File: config.mk
export PLATFORM = sky130hd
export DESIGN_NAME = sd_root_bcd_conv
export DESIGN_NICKNAME = d
export VERILOG_FILES = /design/src/rtl/sdrc_pkg.sv /design/src/rtl/sdrc_seq.sv /design/src/rtl/sdrc_otf_pair.sv /design/src/rtl/sdrc_round.sv /design/src/rtl/sd_root_bcd_conv.sv
export SDC_FILE = /design/constraint.sdc
export NUM_CORES = 1
export LEC_CHECK = 0
export BUFFER_PORTS_ARGS = -buffer_cell sky130_fd_sc_hd__buf_2
export CAP_MARGIN = 15
export CORE_MARGIN = 3
export CORE_UTILIZATION = 50
export DETAILED_ROUTE_END_ITERATION = 12
export PLACE_DENSITY_LB_ADDON = 0.12
export SLEW_MARGIN = 20
export SYNTH_ARGS = -nofsm -noshare
export SYNTH_HDL_FRONTEND = slang
export SYNTH_SLANG_ARGS = --single-unit
File: constraint.sdc
create_clock -name clk -period 2.7 [get_ports clk]
set_input_delay 0.135 -clock clk [delete_from_list [all_inputs] [get_ports clk]]
set_output_delay 0.135 -clock clk [all_outputs]
set_load 0.02 [all_outputs]
File: src/rtl/sdrc_pkg.sv
// Shared types for the signed-digit root converter.
// Assumes radix-10 digits carried in 4-bit nibbles.
package sdrc_pkg;
    typedef logic signed [3:0] sdig_t;   // signed root digit, -5..5
    typedef logic        [3:0] bcd_t;    // one BCD digit, 0..9
    localparam bcd_t BCD_NINE = 4'd9;
endpackage

File: src/rtl/sdrc_seq.sv
// Digit sequencer: counts the accepted digits of one stream and flags
// the integer digit (first) and the guard digit (last).
// Assumes NDIG >= 2 and that a stream is exactly NDIG valid digits.
module sdrc_seq #(
    parameter int NDIG = 9
) (
    input  logic clk,
    input  logic rst_n,
    input  logic step,
    output logic is_first,
    output logic is_last
);
    localparam int CW = $clog2(NDIG + 1);

    logic [CW-1:0] cnt;

    // advance on each accepted digit, wrap after the guard digit
    always_ff @(posedge clk) begin
        if (!rst_n)
            cnt <= '0;
        else if (step)
            cnt <= is_last ? '0 : cnt + CW'(1);
    end

    assign is_first = (cnt == '0);
    assign is_last  = (cnt == CW'(NDIG - 1));
endmodule

File: src/rtl/sdrc_otf_pair.sv
// On-the-fly conversion pair. It keeps the root so far (q) and the root
// minus one ulp (qm) as BCD digit strings, and appends one digit per step.
// The outputs give the strings including the digit being accepted, so the
// final value is available in the cycle of the last digit.
// Assumes the first digit is 0 or 1 and the later ones are in -5..5.
module sdrc_otf_pair
    import sdrc_pkg::*;
#(
    parameter int NDIG = 9
) (
    input  logic              clk,
    input  logic              rst_n,
    input  logic              step,
    input  logic              first,
    input  sdig_t             dig,
    output logic [NDIG*4-1:0] q_nxt,
    output logic [NDIG*4-1:0] qm_nxt
);
    localparam int W  = NDIG * 4;
    localparam int RW = W - 4;          // stored digits before the last one

    logic [RW-1:0] q_r, qm_r;
    logic [RW-1:0] q_src, qm_src;
    bcd_t          q_dig, qm_dig;

    // choose which register each string continues from, and the appended digit
    always_comb begin
        if (first) begin
            q_src  = '0;
            qm_src = '0;
            q_dig  = bcd_t'(dig);
            qm_dig = (dig == 4'sd0) ? BCD_NINE : 4'd0;
        end else if (dig > 4'sd0) begin
            q_src  = q_r;
            qm_src = q_r;
            q_dig  = bcd_t'(dig);
            qm_dig = bcd_t'(dig) - 4'd1;
        end else if (dig == 4'sd0) begin
            q_src  = q_r;
            qm_src = qm_r;
            q_dig  = 4'd0;
            qm_dig = BCD_NINE;
        end else begin
            q_src  = qm_r;
            qm_src = qm_r;
            q_dig  = 4'd10 + bcd_t'(dig);
            qm_dig = 4'd9 + bcd_t'(dig);
        end
    end

    assign q_nxt  = {q_src, q_dig};
    assign qm_nxt = {qm_src, qm_dig};

    // shift the appended digit into both strings
    always_ff @(posedge clk) begin
        if (!rst_n) begin
            q_r  <= '0;
            qm_r <= '0;
        end else if (step) begin
            q_r  <= q_nxt[RW-1:0];
            qm_r <= qm_nxt[RW-1:0];
        end
    end
endmodule

File: src/rtl/sdrc_round.sv
// Round-to-nearest-even of a BCD string. It drops the lowest (guard) digit
// and uses the remainder-zero flag as sticky information.
// Assumes every input nibble is 0..9. Purely combinational.
module sdrc_round
    import sdrc_pkg::*;
#(
    parameter int NDIG = 9
) (
    input  logic [NDIG*4-1:0]     val,
    input  logic                  rem_zero,
    output logic [(NDIG-1)*4-1:0] res
);
    localparam int KD = NDIG - 1;       // kept digits

    bcd_t           guard;
    logic [KD*4-1:0] kept;
    logic [KD-1:0]   cy;

    assign guard = val[3:0];
    assign kept  = val[NDIG*4-1:4];
    // round-up decision: above half, or half with sticky or odd last digit
    assign cy[0] = (guard > 4'd5) ||
                   ((guard == 4'd5) && (!rem_zero || kept[0]));

    for (genvar i = 0; i < KD; i++) begin : g_inc
        bcd_t d;
        assign d = kept[4*i +: 4];
        assign res[4*i +: 4] = (cy[i] && d == BCD_NINE) ? 4'd0 : d + {3'b000, cy[i]};
        if (i < KD - 1) begin : g_cy
            assign cy[i+1] = cy[i] && (d == BCD_NINE);
        end
    end
endmodule

File: src/rtl/sd_root_bcd_conv.sv
// Top level: signed root digits in, rounded BCD root out. The guard digit
// cycle completes the conversion, selects root or root-minus-ulp by the
// remainder sign, rounds, and registers the result with a one-cycle pulse.
// Assumes FRAC_DIGITS >= 1 and well-formed digit streams.
module sd_root_bcd_conv
    import sdrc_pkg::*;
#(
    parameter int FRAC_DIGITS = 7
) (
    input  logic                       clk,
    input  logic                       rst_n,
    input  logic                       dig_valid,
    input  logic [3:0]                 dig_val,
    input  logic                       rem_neg,
    input  logic                       rem_zero,
    output logic [(FRAC_DIGITS+1)*4-1:0] res_bcd,
    output logic                       res_done
);
    localparam int NDIG = FRAC_DIGITS + 2;   // integer + fraction + guard
    localparam int W    = NDIG * 4;
    localparam int OW   = (FRAC_DIGITS + 1) * 4;

    logic          is_first, is_last;
    logic [W-1:0]  q_nxt, qm_nxt, sel_val;
    logic [OW-1:0] rnd;

    sdrc_seq #(.NDIG(NDIG)) u_seq (
        .clk      (clk),
        .rst_n    (rst_n),
        .step     (dig_valid),
        .is_first (is_first),
        .is_last  (is_last)
    );

    sdrc_otf_pair #(.NDIG(NDIG)) u_pair (
        .clk    (clk),
        .rst_n  (rst_n),
        .step   (dig_valid),
        .first  (is_first),
        .dig    (sdig_t'(dig_val)),
        .q_nxt  (q_nxt),
        .qm_nxt (qm_nxt)
    );

    // negative remainder: the true root lies just below the converted value
    assign sel_val = rem_neg ? qm_nxt : q_nxt;

    sdrc_round #(.NDIG(NDIG)) u_round (
        .val      (sel_val),
        .rem_zero (rem_zero),
        .res      (rnd)
    );

    // capture the rounded root on the guard digit and pulse completion
    always_ff @(posedge clk) begin
        if (!rst_n) begin
            res_bcd  <= '0;
            res_done <= 1'b0;
        end else begin
            res_done <= dig_valid && is_last;
            if (dig_valid && is_last)
                res_bcd <= rnd;
        end
    end
endmodule

==> impl_metrics.ini <==
[global_route]
grt_pass1_wl_mm = 29.5
global_route.overflow_total = 0
track_usage = 0.280
grt_max_degree = 64
antenna_found_initial = 0
first_global_vias = 5533

[finish]
area_growth_pct = 26.4
diodes = 0
layout-drive-gt1-share = 0.281
final_net_count = 908
fin_util = 0.656

[detailed_routing]
postRouteAntennaNets = 0
wl_mm = 18.5
drt_pass1_iterations = 5
wl_met1_mm = 8.88
wl_per_cell_um = 18.1
highest_layer = met4
drc = 0
dr_wl_met3_mm = 1.46
met2_length_mm = 7.92
vias = 6238
drt_iter0_drc = 643
avgViaCountPerCell = 6.09

[timing]
setup_viol = 16
fmax_ghz = 0.351
fin_crit_sh = 1.06
hold_viol_final = 0
rsz0062_at_grt = yes
maxSlewHeadroom = 0.417
finClkSkew_ps = 8.30
whs_ps = 140
fin_crit_ps = 2850
fin_ws_ps = -151
slew_violations = 0
tightest_slew_ps = 873

[critical_path]
slowest_delay_ps = 420
critical_path.slowest_cell = or3b_4
crit_required_ps = 2960
worstPathMaxFanout = 6
worstSetupPathType = reg2reg
cp_cell_sequence = inv_2 > ha_4 > or3b_4 > buf_4 > and2_4 > a221oi_4 > nand2_2 > a221oi_4 > ha_2 > nor4b_4 > xor2_1 > o31ai_1
cp_top_family = simple AND/OR/NAND/NOR gates
worst-path-buf-inv = 2
end_kind = flop
worst_path_most_repeated_cell = a221oi_4
crit_arrival_ps = 3110
startpoint_type = flop

[power]
seqPwrFrac = 0.429
p_leak_nw = 2.89
comb_power_share = 0.137
swShare = 0.253
p_int_w = 0.00263
p_switching_w = 0.000891
powerDensity_nw_per_um2 = 465
ir_worst_vdd_mv = 0.483
clkPwrFrac = 0.433

[synthesis]
ys_async_sr_fraction = 0
postSynthAreaPerCell_um2 = 7.71
ys_seq_elements = 101
yosysSeqAreaShare = 0.337
synth_area_um2 = 6000
synth_warnings = 0
synth-edff-count = 0
synthCells = 778
ys.flop_type = dfxtp_1
syn_nets = 810
ys_types = 67
synth_top_cell_area_share = 0.337
synthTopCellsByArea = dfxtp_1, a21oi_1, nand2_1
synth_area_leader_cell = dfxtp_1

[floorplanning]
ios = 42
dieArea_um2 = 13300
fp-row-count = 39
dieHeight_um = 116
core_area_um2 = 11600
initial_core_util = 0.519
die_x_um = 116

[worst_hold_path]
hold_class = in2reg

[clocking]
cts_inserted_buffers = 9
clock_latency_ps = 360
cts_tree = built
clk_pin_slew_ps = 70
cts_hold_buf = 0
cts.path.max_buffers = 2
htreeDepth = 3
clock-root-buffer = clkbuf_16
cts_sinks = 101

[flow_run]
max_cap_violations = 0

[placement]
portBuffers = 41
gp_congestion = 0.882
dp_hpwl_mm = 12.7

[status]
status = complete, but fails checks
violations = negative setup slack
==> timing repair <==
action | 4_1_cts | 5_1_grt
endpoints found under the setup margin | 19 | 24
pin swaps | 11 | 15
resized for setup | 27 | 22
buffers inserted | 9 | 3
==> flip-flops by register name (all words and copies together), names as in the netlist <==
register and flops:
res_bcd 32, u_pair.q_r 32, u_pair.qm_r 32, u_seq.cnt 4
res_done 1
==> cells by family after synthesis <==
logic type / synth area share
compound gates: 0.242
fa+ha+maj: 0.0480
simple gates: 0.216
buf+inv: 0.0563
flops: 0.337
xor+xnor: 0.0248
mux: 0.0761
==> per-stage QoR <==
step / TNS [ps] / power, W / setup WS (ps) / area (µm²) / cells
detailed placement: -1950 / 0.00199 / -249 / 6900 / 996
finish: -1160 / 0.00353 / -151 / 7580 / 1024
global placement: -836 / 0.00199 / -175 / 6900 / 996
CTS: -647 / 0.00354 / -165 / 7450 / 1021
floorplan: -30.5 / 0.00182 / -30.5 / 6050 / 778
global route: -3460 / 0.00364 / -308 / 7580 / 1024
==> cell usage in the layout (no fill, tap or decap), types with 9 or more instances in the layout <==
master / instances
nand2_1: 126
a21oi_1: 108
buf_4: 102
dfxtp_1: 99
o21ai_0: 50
nor2_1: 47
nand3_1: 45
buf_2: 41
mux2_2: 29
o21ai_1: 17
inv_1: 16
mux2i_1: 13
ha_1: 13
o31ai_1: 12
nor4bb_1: 10
nand4_1: 9
xor2_1: 9
clkbuf_16: 9
==> worst register-to-register path, cell delays in order (launching register included) <==
cell,delay (ps)
dfxtp_2,330
inv_2,60
ha_4,130
or3b_4,420
buf_4,160
and2_4,160
a221oi_4,370
nand2_2,130
a221oi_4,240
ha_2,240
nor4b_4,190
xor2_1,100
o31ai_1,240
==> routing by layer <==
layer,global-route usage,vias to the layer above
met5,0,-
met4,0.0712,0
met3,0.0663,21
met2,0.402,285
met1,0.420,2949
li1,-,2983
==> synthesized netlist by cell type (5+ instances only) <==
master	number
dfxtp_1	101
nand4_1	9
nor3_1	5
xnor2_1	8
a21oi_1	110
o21ai_0	56
nand3_1	47
mux2_2	29
buf_2	9
nor2_1	49
o21ai_1	11
nand2_1	128
nor4bb_1	10
o31ai_1	13
buf_1	9
a32oi_1	8
mux2i_1	13
o211ai_1	8
xor2_1	9
inv_1	18
ha_1	23
clkbuf_1	36
==> area by class of cell <==
| type | count | area [µm²] |
|---|---|---|
| fill | 994 | 3980 |
| multi-input combinational | 598 | 3930 |
| sequential | 101 | 2020 |
| timing repair buffer | 146 | 1020 |
| clock buffer | 11 | 253 |
| tap | 143 | 179 |
| clock inverter | 5 | 104 |
| inverter | 20 | 75.1 |
==> final timing paths <==
check	end	depth (start not counted)	slack, ps	startpoint
worst min register to register	res_bcd[22]$_SDFFE_PN0P_	2	440	res_bcd[22]$_SDFFE_PN0P_
worst max-delay path	res_bcd[19]$_SDFFE_PN0P_	12	-150	u_seq.cnt[0]$_SDFFE_PN0P_
worst min-delay path	u_pair.qm_r[0]$_SDFFE_PN0P_	3	140	rst_n
worst max register to register	res_bcd[19]$_SDFFE_PN0P_	12	-150	u_seq.cnt[0]$_SDFFE_PN0P_
==> power by group through the flow <==
stage / clock network, W / logic, W / registers, W
final: 0.00153 / 0.000485 / 0.00151
after global routing: 0.00161 / 0.000517 / 0.00151
after CTS: 0.00156 / 0.000472 / 0.00151
after detailed placement: 0 / 0.000448 / 0.00155
after global placement: 0 / 0.000446 / 0.00155
after floorplan: 0 / 0.000270 / 0.00155
No activity file was read; power rests on OpenSTA's default activity.
